$ cat src/rtl/serial_reg_port.sv
module serial_reg_port (
  input  logic       clk,
  input  logic       rst_n,
  input  logic       sclk,
  input  logic       cs_n,
  input  logic       split_pins,
  input  logic       data1_i,
  output logic       data1_o,
  output logic       data1_oe,
  output logic       data2_o,
  output logic       data2_oe,
  output logic [5:0] reg_addr,
  output logic       reg_wr,
  output logic [7:0] reg_wdata,
  input  logic [7:0] reg_rdata
);
  localparam int BYTE_W = 8;
  localparam int ADDR_W = 6;
  localparam int FRAME  = 2 * BYTE_W;
  localparam int CNT_W  = $clog2(FRAME + 1);
  localparam int IDX_W  = $clog2(BYTE_W);
  localparam int RW_BIT = BYTE_W - 1;
  localparam logic [IDX_W-1:0] LAST_IDX = IDX_W'(BYTE_W - 1);

  logic              sclk_q;
  logic [CNT_W-1:0]  cnt;
  logic [BYTE_W-1:0] cmd, wdat, tx;
  logic              drive;

  wire              fall   = sclk_q & ~sclk & ~cs_n & (cnt < CNT_W'(FRAME));
  wire              in_cmd = cnt < CNT_W'(BYTE_W);
  wire [IDX_W-1:0]  idx    = cnt[IDX_W-1:0];
  wire              oe     = drive & ~cs_n;

  always_ff @(posedge clk or negedge rst_n) begin
    if (!rst_n) begin
      sclk_q <= 1'b1;
      cnt    <= '0;
      cmd    <= '0;
      wdat   <= '0;
      tx     <= '0;
      drive  <= 1'b0;
      reg_wr <= 1'b0;
    end else begin
      sclk_q <= sclk;
      reg_wr <= 1'b0;
      if (cs_n) begin
        cnt   <= '0;
        drive <= 1'b0;
      end else if (fall) begin
        cnt <= cnt + CNT_W'(1);
        if (in_cmd) begin
          cmd[idx] <= data1_i;
          if (idx == LAST_IDX && data1_i) begin
            tx    <= reg_rdata;
            drive <= 1'b1;
          end
        end else if (cmd[RW_BIT]) begin
          tx <= {1'b0, tx[BYTE_W-1:1]};
        end else begin
          wdat[idx] <= data1_i;
          if (idx == LAST_IDX) reg_wr <= 1'b1;
        end
      end
    end
  end

  assign reg_addr  = cmd[ADDR_W-1:0];
  assign reg_wdata = wdat;
  assign data1_o   = tx[0];
  assign data2_o   = tx[0];
  assign data1_oe  = oe & ~split_pins;
  assign data2_oe  = oe & split_pins;

  AST_WR_SINGLE:       assert property (@(posedge clk) disable iff (!rst_n) reg_wr |=> !reg_wr);
  AST_WR_FULL_FRAME:   assert property (@(posedge clk) disable iff (!rst_n) reg_wr |-> (cnt == CNT_W'(FRAME)));
  AST_NO_WR_AFTER_IDLE: assert property (@(posedge clk) disable iff (!rst_n) $past(cs_n) |-> !reg_wr);
  AST_DRIVE_ON_READ:   assert property (@(posedge clk) disable iff (!rst_n) drive |-> cmd[RW_BIT]);
  AST_TX_HOLD:         assert property (@(posedge clk) disable iff (!rst_n) !fall |=> $stable(tx));
  AST_CNT_BOUND:       assert property (@(posedge clk) disable iff (!rst_n) cnt <= CNT_W'(FRAME));
  AST_IDLE_CLEAR:      assert property (@(posedge clk) disable iff (!rst_n) cs_n |=> (cnt == '0 && !drive));
endmodule

$ cat config.mk
export PLATFORM = sky130hd
export DESIGN_NAME = serial_reg_port
export DESIGN_NICKNAME = d
export VERILOG_FILES = /design/src/rtl/serial_reg_port.sv
export SDC_FILE = /design/constraint.sdc
export NUM_CORES = 1
export LEC_CHECK = 0
export BUFFER_PORTS_ARGS = -buffer_cell sky130_fd_sc_hd__buf_2
export CAP_MARGIN = 40
export CORE_MARGIN = 4
export CORE_UTILIZATION = 58
export CTS_CLUSTER_DIAMETER = 200
export CTS_CLUSTER_SIZE = 25
export DETAILED_ROUTE_END_ITERATION = 10
export PLACE_DENSITY = 0.83
export SYNTH_ARGS = -nofsm -noshare
export SYNTH_HDL_FRONTEND = slang
export SYNTH_SLANG_ARGS = --single-unit
$ cat constraint.sdc
create_clock -name clk -period 5.9 [get_ports clk]
set_clock_uncertainty 0.05 [all_clocks]
set_input_delay 0 -clock clk [delete_from_list [all_inputs] [get_ports clk]]
set_output_delay 0 -clock clk [all_outputs]
set_load 0.05 [all_outputs]
---- After elaboration in Yosys (flattened, before gate mapping) ----
Cells that the tools add are included.
word-level totals
  register bits ........................... 32
  bits of input ports ..................... 14
  output and inout port bits .............. 19
  word-level logic and storage cells ...... 53
operators by class
  $add $sub $neg .......................... 1
  order comparisons ....................... 4
  equal/unequal tests ..................... 2
  muxes and demuxes ....................... 18
  bitwise logic cells ..................... 11
  reduce and logical (&&, ||, !) cells .... 10
operator list
  cell                                                                           number
  8-bit two-way mux                                                              3
  8-bit bitwise mux                                                              2
  1-bit two-way mux                                                              10
  5-bit two-way mux                                                              2
  4-bit AND reduction                                                            2
  2-bit nonzero test                                                             4
  1-bit bitwise AND                                                              6
  3-bit AND reduction                                                            2
  5-bit by 1-bit adder with 5-bit output (second input constant)                 1
  5-bit by 4-bit less-than comparator with 1-bit output (second input constant)  1
  5-bit less-than comparator (second input constant)                             1
  1-bit NOT                                                                      5
  3-bit by 4-bit less-than comparator with 1-bit output (second input constant)  1
  1-bit demux with 3-bit select                                                  1
  3-bit == test (second input constant)                                          1
  3-bit by 1-bit >= comparator with 1-bit output (second input constant)         1
  1-bit logical AND                                                              2
  2-bit by 1-bit inequality test with 1-bit output (second input constant)       1

---- Longest topological paths before layout ----
Gate-level depths: netlist of run 1.
  depth after elaboration ................. 6
  gate-level depth with buffers ........... 6
  depth with buffers taken out ............ 5

---- Worst setup path after synthesis of run 1 ----
Ideal clock, no wire load.
  kind .................................... reg-to-reg
  start point ............................. reg cnt[4]
  end point ............................... reg wdat[4], in the netlist reg_wdata[4]
  setup time .............................. 0.125 ns
  arrival ................................. 1.773 ns
  data required time ...................... 5.725 ns
  slack ................................... 3.952 ns
  cell stages (with the launch flop) ...... 7
  path buffers ............................ 3
  clock period less this slack ............ 1.948 ns
  path through ............................ dfrtp_1 buf_6 or4b_4 buf_6 buf_8 nor3_1 mux2_2
on the way
  cells in the longest elaborated chain, start to end .. 3
  elaborated cells between the ends (all ways) .. 5
  classes of those cells .................. order compare: 2; bitwise: 2; reduce/logical: 1
RTL lines
  what                                                                                                        line    RTL
  from (decl)                                                                                                 26      logic [CNT_W-1:0] cnt;
  from (signal assigned)                                                                                      51      cnt <= cnt + CNT_W'(1);
  5-bit less-than comparator / 5-bit by 4-bit less-than comparator with 1-bit output (equally long branches)  30, 31
  1-bit bitwise AND / 1-bit NOT (equally long branches)                                                       --
  4-bit AND reduction (no line) (*)                                                                           --
  to (signal, indexed assignment)                                                                             61      wdat[idx] <= data1_i;
  to (decl)                                                                                                   27      logic [BYTE_W-1:0] cmd, wdat, tx;
Every way passes the cells marked *; elsewhere a longest branch is shown, timed or not.
A chain may end at the register's enable or synchronous reset.

---- Worst setup path in the final report of run 1 ----
  start point ............................. reg cnt[4]
  end point ............................... reg wdat[2], in the netlist reg_wdata[2]
The elaborated chain is that of the path after synthesis.

==> results of run 1 <==
[per-stage QoR]
| stage | hold WS [ns] | cell area (um^2) | setup WS, ns | power [mW] |
|---|---|---|---|---|
| after global placement | 0.0219 | 1710 | 3.91 | 0.278 |
| final | 0.0668 | 1900 | 3.86 | 0.454 |
| after detailed placement | 0.0318 | 1710 | 3.85 | 0.280 |
| after floorplan | -0.346 | 1630 | 3.95 | 0.270 |
| after CTS | 0.00194 | 1890 | 3.85 | 0.458 |
| after global routing | 0.0648 | 1900 | 3.70 | 0.474 |
[flip-flops by register name, summed over array words and instances (netlist names)]
name and count:
reg_wr 1, cmd 7, cnt 5, reg_wdata 8, sclk_q 1, drive 1
tx 8
[tightest hold or removal path, stage by stage]
cell and delay [ns]:
buf_2 0.10, nand3_1 0.08, a2bb2oi_1 0.16, o31ai_1 0.07
[path summary, 6_finish.rpt]
check                             start           end  slack (ns)  cells past startpoint
max reg2reg                      cnt[4]  reg_wdata[2]        3.86                      3
max in group asynchronous         rst_n         tx[4]        5.19                      2
max                              cnt[4]  reg_wdata[2]        3.86                      3
min in group asynchronous         rst_n         tx[1]        0.18                      2
min                        reg_rdata[7]         tx[7]        0.07                      4
min reg2reg                reg_wdata[6]  reg_wdata[6]        0.44                      1
[placed cells by master (no fill, tap or decap)]
cell	Yosys	final
or2_2	1	1
nand3b_1	2	2
or3_1	1	1
clkbuf_8	0	1
mux2_2	27	27
nor4b_2	2	2
nor3_1	7	7
nor2_1	4	4
nor3b_1	1	1
o31ai_1	1	1
buf_2	1	32
nor4_4	1	1
clkinv_2	0	1
clkbuf_4	0	5
o22ai_1	1	1
bufinv_16	0	1
inv_1	4	4
ha_1	2	2
or3b_2	1	1
o21ba_2	1	1
dlygate4sd3_1	0	10
nor4_1	6	6
or4b_1	1	1
a21oi_1	3	3
a2bb2oi_1	1	1
xnor2_1	1	1
nand3_1	3	3
dfrtp_1	30	30
mux2_1	2	2
nand2_1	5	5
or4b_4	1	1
nand2b_1	4	4
o21ai_0	4	4
nand4bb_1	1	1
dfstp_2	1	1
a21oi_4	1	1
[report_power, final]
part           switching (mW)  internal [mW]  total, mW
clock network          0.0739          0.100      0.174
registers             0.00486          0.219      0.223
logic                  0.0370         0.0199     0.0570
total                   0.116          0.339      0.454
[kinds of logic after synthesis]
group	Yosys count	synth area share
AO/OA/AOI/OAI	12	0.0515
buffers and inverters	20	0.0792
AND/OR/NAND/NOR	41	0.170
flip-flops	31	0.478
adder cells (fa/ha/maj)	2	0.0154
XOR/XNOR	1	0.00539
multiplexers	29	0.201
[layer usage]
| layer | share of wire | GRT usage | vias up |
|---|---|---|---|
| met2 | 0.51 | 0.354 | 27 |
| met1 | 0.41 | 0.235 | 580 |
| met5 | 0 | 0 | - |
| met3 | 0.051 | 0.0532 | 7 |
| li1 | - | - | 544 |
| met4 | 0.021 | 0.0805 | 0 |
[what timing repair did]
item	4_1_cts	5_1_grt
resized for setup	0	0
hold endpoints to repair	41	1
hold buffers	9	1
[cell type report]
cell class,count,area share
flip-flops and latches,31,0.410
multi-input cells,85,0.380
repair buffers,42,0.137
clock buffers,6,0.0270
well taps,30,0.0198
clock inverters,2,0.0185
inverters,4,0.00792
==> flow_metrics.py, run 1 <==
metrics = {
    "run_status": {
        "run_status": "finished, final reports clean",
    },
    "synthesis": {
        "yosys.cell_count.top_type": "dfrtp_1",
        "synth_top_area_frac": 0.462,
        "synth_fp_nets": 152,
        "mappedNetlistArea_um2": 1630,
        "netlist.top_cell.by_area": "dfrtp_1",
        "synth_seq_area_share": 0.478,
        "synthArstFlopShare": 1.00,
        "average_instance_area_after_synthesis_um2": 12.0,
        "post_synth_main_area_contributors": "dfrtp_1 (46%), mux2_2 (19%), buf_4 (3.2%)",
        "synth_cells": 136,
        "netlist-cell-type-count": 35,
        "synth-edff-count": 0,
        "synth_top_flop_cell": "dfrtp_1",
        "synthTopCellsByCount": "dfrtp_1 (30), mux2_2 (27), buf_4 (7), nor3_1 (7), nor4_1 (6)",
        "synth.ff_latch_count": 31,
        "yosysWarningCount": 0,
    },
    "clock_tree": {
        "tritoncts": "done",
        "htree_num_levels": 2,
        "cts-root-to-sink-buffers": 2,
        "cts.repair_timing.setup_buffer_count": 0,
        "clk_root_buffer_cell": "clkbuf_4",
        "clk-insertion-delay-late_ns": 0.34,
        "total_cts_buffers": 5,
        "clkSlewWorstSetupHoldPaths_ns": 0.09,
        "cts.sinks": 31,
    },
    "global_route": {
        "grt_first_pass_wirelength_mm": 5.45,
        "initial_antenna_violation_count": 0,
        "grt.overflow.total": 0,
        "first_global_vias": 1196,
        "grt_start_max_net_pins": 32,
        "track_usage": 0.202,
    },
    "floorplan": {
        "die_h_um": 61.0,
        "coreArea_um2": 2570,
        "die_area_um2": 3720,
        "dieWidth_um": 61.0,
        "io-pin-count": 33,
        "rows": 18,
        "initial_core_util": 0.634,
    },
    "layout": {
        "n_antenna_cell": 0,
        "ff_latch_area_um2": 777,
        "utilization": 0.739,
        "finish.cell_count_without_fillers": 200,
        "design.final.nets": 185,
        "area_growth_syn_to_layout_pct": 16.6,
        "fillCellCount": 181,
        "final_layout_size_suffix_gt1_frac": 0.447,
        "multi_input_area_um2": 721,
    },
    "routing": {
        "via_count": 1158,
        "drt_first_iter_violations": 26,
        "firstDrtPassIters": 4,
        "avgViaCountPerCell": 5.79,
        "routed_wire_length_per_instance_um": 16.5,
        "finalWirelength_mm": 3.29,
        "detail_route.drc_violations": 0,
        "antenna_violating_nets_post_route": 0,
    },
    "worst_setup_path": {
        "worst_path_largest_cell_delay_ns": 0.68,
        "cell_breakdown_of_the_critical_path": "or4b_4, nor4_1, mux2_2",
        "crit_buf_inv": 0,
        "critical_path_arrival_ns": 2.22,
        "path_max_fanout": 14,
        "critical_path.slowest_cell": "or4b_4",
        "worst-setup-path-type": "register to register",
        "critical-path-top-delay-family": "simple AND/OR/NAND/NOR gates",
        "critical_path.endpoint_type": "register",
        "required_ns": 6.08,
        "timing.critical_path.from_type": "register",
    },
    "placement": {
        "io_buffer_count": 32,
        "place_inst": 182,
        "place.gp.congestion": 0.847,
        "detailedPlacementHpwl_mm": 2.30,
    },
    "sta": {
        "max-slew-margin-rel": 0.554,
        "unrepaired_setup_endpoints_after_global_routing": "no",
        "fin_tns_setup_ns": 0,
        "final_critical_path_share_of_the_clock_period": 0.346,
        "finalHoldViolations": 0,
        "peak_clock_frequency_supported_by_timing_mhz": 489,
        "report.final.slew_viol_count": 0,
        "max_slew.worst_pin.slew_ns": 0.670,
        "final.min_clock_period_ns": 2.04,
        "finalSetupViolCount": 0,
    },
    "power_and_ir_drop": {
        "p_leak_nw": 0.905,
        "vdd_ir_drop_max_uv": 276,
        "power_density_nw_per_um2": 240,
    },
    "run": {
        "max_cap_viol_count": 0,
    },
    "min_path": {
        "min_path_type": "primary input to register",
    },
}
Power figures use the tool's default switching activity.
==> run 2, diff against run 1 <==
--- a/config.mk
+++ b/config.mk
@@ -8,11 +8,11 @@
 export BUFFER_PORTS_ARGS = -buffer_cell sky130_fd_sc_hd__buf_2
 export CAP_MARGIN = 40
 export CORE_MARGIN = 4
-export CORE_UTILIZATION = 58
+export CORE_UTILIZATION = 54
 export CTS_CLUSTER_DIAMETER = 200
 export CTS_CLUSTER_SIZE = 25
 export DETAILED_ROUTE_END_ITERATION = 10
-export PLACE_DENSITY = 0.83
+export PLACE_DENSITY = 0.78
 export SYNTH_ARGS = -nofsm -noshare
 export SYNTH_HDL_FRONTEND = slang
 export SYNTH_SLANG_ARGS = --single-unit
==> constraint.sdc (replaced) <==
create_clock -name clk -period 2.1 [get_ports clk]
set_clock_uncertainty 0.05 [all_clocks]
set_input_delay 0 -clock clk [delete_from_list [all_inputs] [get_ports clk]]
set_output_delay 0 -clock clk [all_outputs]
set_load 0.05 [all_outputs]
==> run 2 against run 1 <==
  * Die area grew 6.4%
  * Wire length shrank 0.70%
  * Sequential power increased to 2.8 times the previous value
  * First-iteration DRC count shrank 19%
  * Non-clock buffer count up 7
  * Via count rose by 1.8%
==> flow_metrics.py, run 2 (synthesis results as in run 1) <==
metrics = {
    "run_status": {
        "run_status": "finished, final reports clean",
    },
    "global_route": {
        "track_usage": 0.180,
        "initial_antenna_violation_count": 0,
        "grt_start_max_net_pins": 32,
        "grt_first_pass_wirelength_mm": 5.60,
        "grt.overflow.total": 0,
        "first_global_vias": 1231,
    },
    "floorplan": {
        "die_area_um2": 3950,
        "coreArea_um2": 2830,
        "rows": 19,
        "die_h_um": 62.9,
        "io-pin-count": 33,
        "dieWidth_um": 62.9,
        "initial_core_util": 0.575,
    },
    "clock_tree": {
        "cts_resized": 0,
        "clk-insertion-delay-late_ns": 0.34,
        "total_cts_buffers": 5,
        "cts-root-to-sink-buffers": 2,
        "tritoncts": "done",
        "cts.sinks": 31,
        "clk_root_buffer_cell": "clkbuf_4",
        "htree_num_levels": 2,
        "hold_buffers": 10,
        "cts.repair_timing.setup_buffer_count": 0,
        "clkSlewWorstSetupHoldPaths_ns": 0.10,
    },
    "routing": {
        "antenna_violating_nets_post_route": 0,
        "via_count": 1179,
        "detail_route.drc_violations": 0,
        "routed_wire_length_per_instance_um": 15.7,
        "met1_length_mm": 1.41,
        "drt_first_iter_violations": 21,
        "finalWirelength_mm": 3.27,
        "firstDrtPassIters": 4,
        "avgViaCountPerCell": 5.67,
        "dr_wl_met3_um": 138,
        "routed-wl-met2_mm": 1.68,
        "top_layer_used": "met4",
    },
    "sta": {
        "worst_slack_ns": 0.0459,
        "unrepaired_setup_endpoints_after_global_routing": "no",
        "peak_clock_frequency_supported_by_timing_mhz": 487,
        "finalSetupViolCount": 0,
        "finalHoldViolations": 0,
        "final.min_clock_period_ns": 2.05,
        "fin_tns_setup_ns": 0,
        "max_slew.worst_pin.slew_ns": 0.672,
        "report.final.slew_viol_count": 0,
        "max-slew-margin-rel": 0.552,
        "smallest_hold_slack_ns": 0.0481,
        "final_critical_path_share_of_the_clock_period": 0.978,
    },
    "power_and_ir_drop": {
        "power_density_nw_per_um2": 614,
        "p_leak_nw": 0.932,
        "vdd_ir_drop_max_uv": 521,
    },
    "worst_setup_path": {
        "critical_path_arrival_ns": 2.22,
        "cell_breakdown_of_the_critical_path": "or4b_4, nor4_1, mux2_2",
        "critical_path.endpoint_type": "register",
        "required_ns": 2.27,
        "timing.critical_path.from_type": "register",
        "path_max_fanout": 14,
        "critical-path-top-delay-family": "simple AND/OR/NAND/NOR gates",
        "worst_path_largest_cell_delay_ns": 0.58,
        "worst-setup-path-type": "register to register",
        "crit_buf_inv": 0,
        "critical_path.slowest_cell": "or4b_4",
    },
    "placement": {
        "detailedPlacementHpwl_mm": 2.40,
        "place.gp.congestion": 0.915,
        "io_buffer_count": 32,
        "pre_cts_slack_ns": 0.0637,
    },
    "layout": {
        "layout.cells.most_common": "buf_2",
        "n_antenna_cell": 0,
        "design.final.nets": 192,
        "area_growth_syn_to_layout_pct": 18.8,
        "fillCellCount": 226,
        "highest_count_cells_in_the_layout_ignoring_fill_and_taps": "buf_2 (32), dfrtp_1 (30), mux2_2 (27), dlygate4sd3_1 (10)",
        "final_layout_size_suffix_gt1_frac": 0.463,
    },
    "run": {
        "max_cap_viol_count": 0,
    },
    "min_path": {
        "min_path_type": "primary input to register",
    },
}
==> run 2: changes by cell type in the layout (fill, tap and decap cells not counted), sizes merged <==
cell and delta:
clkbuf +2, buf +7, bufinv -1, clkinv -1
==> run 2: final timing paths <==
path	endpoint	depth (start not counted)	start	slack (ns)
setup reg to reg	reg_wdata[0]	3	sclk_q	0.05
hold reg to reg	reg_wdata[6]	1	reg_wdata[6]	0.44
setup / recovery	reg_wdata[0]	3	sclk_q	0.05
hold / removal	tx[7]	4	reg_rdata[7]	0.05
max in group asynchronous	reg_wdata[6]	2	rst_n	1.38
min in group asynchronous	cnt[4]	2	rst_n	0.17
==> run 2: area by class of cell <==
| class | count | area, um^2 | share of cell area |
|---|---|---|---|
| sequential | 31 | 777 | 0.402 |
| multi-input combinational | 85 | 721 | 0.373 |
| timing repair buffer | 49 | 313 | 0.162 |
| clock buffer | 8 | 68.8 | 0.0356 |
| tap | 31 | 38.8 | 0.0201 |
| inverter | 4 | 15.0 | 0.00777 |
==> run 2: worst min-delay path, stage by stage <==
cell and delay [ns]:
buf_2 0.10, nand3_1 0.07, a2bb2oi_1 0.16, o31ai_1 0.07
==> run 2: power breakdown <==
part           internal, mW  switching [mW]  leakage (nW)
clock                 0.197           0.198        0.0386
sequential            0.614         0.00809         0.420
combinational        0.0606           0.109         0.473
==> run 2: layer usage <==
| layer | global-route usage | vias up |
|---|---|---|
| li1 | - | 564 |
| met1 | 0.221 | 584 |
| met2 | 0.286 | 25 |
| met3 | 0.0612 | 6 |
| met4 | 0.0799 | 0 |
| met5 | 0 | - |
==> run 2: per-stage QoR <==
stage	utilization	cell area, um^2	power (mW)	instances
floorplan	-	1630	0.759	136
global placement	0.624	1760	0.786	190
detailed placement	0.624	1760	0.791	190
CTS	0.683	1930	1.20	208
global route	0.683	1930	1.24	208
finish	0.683	1930	1.19	208
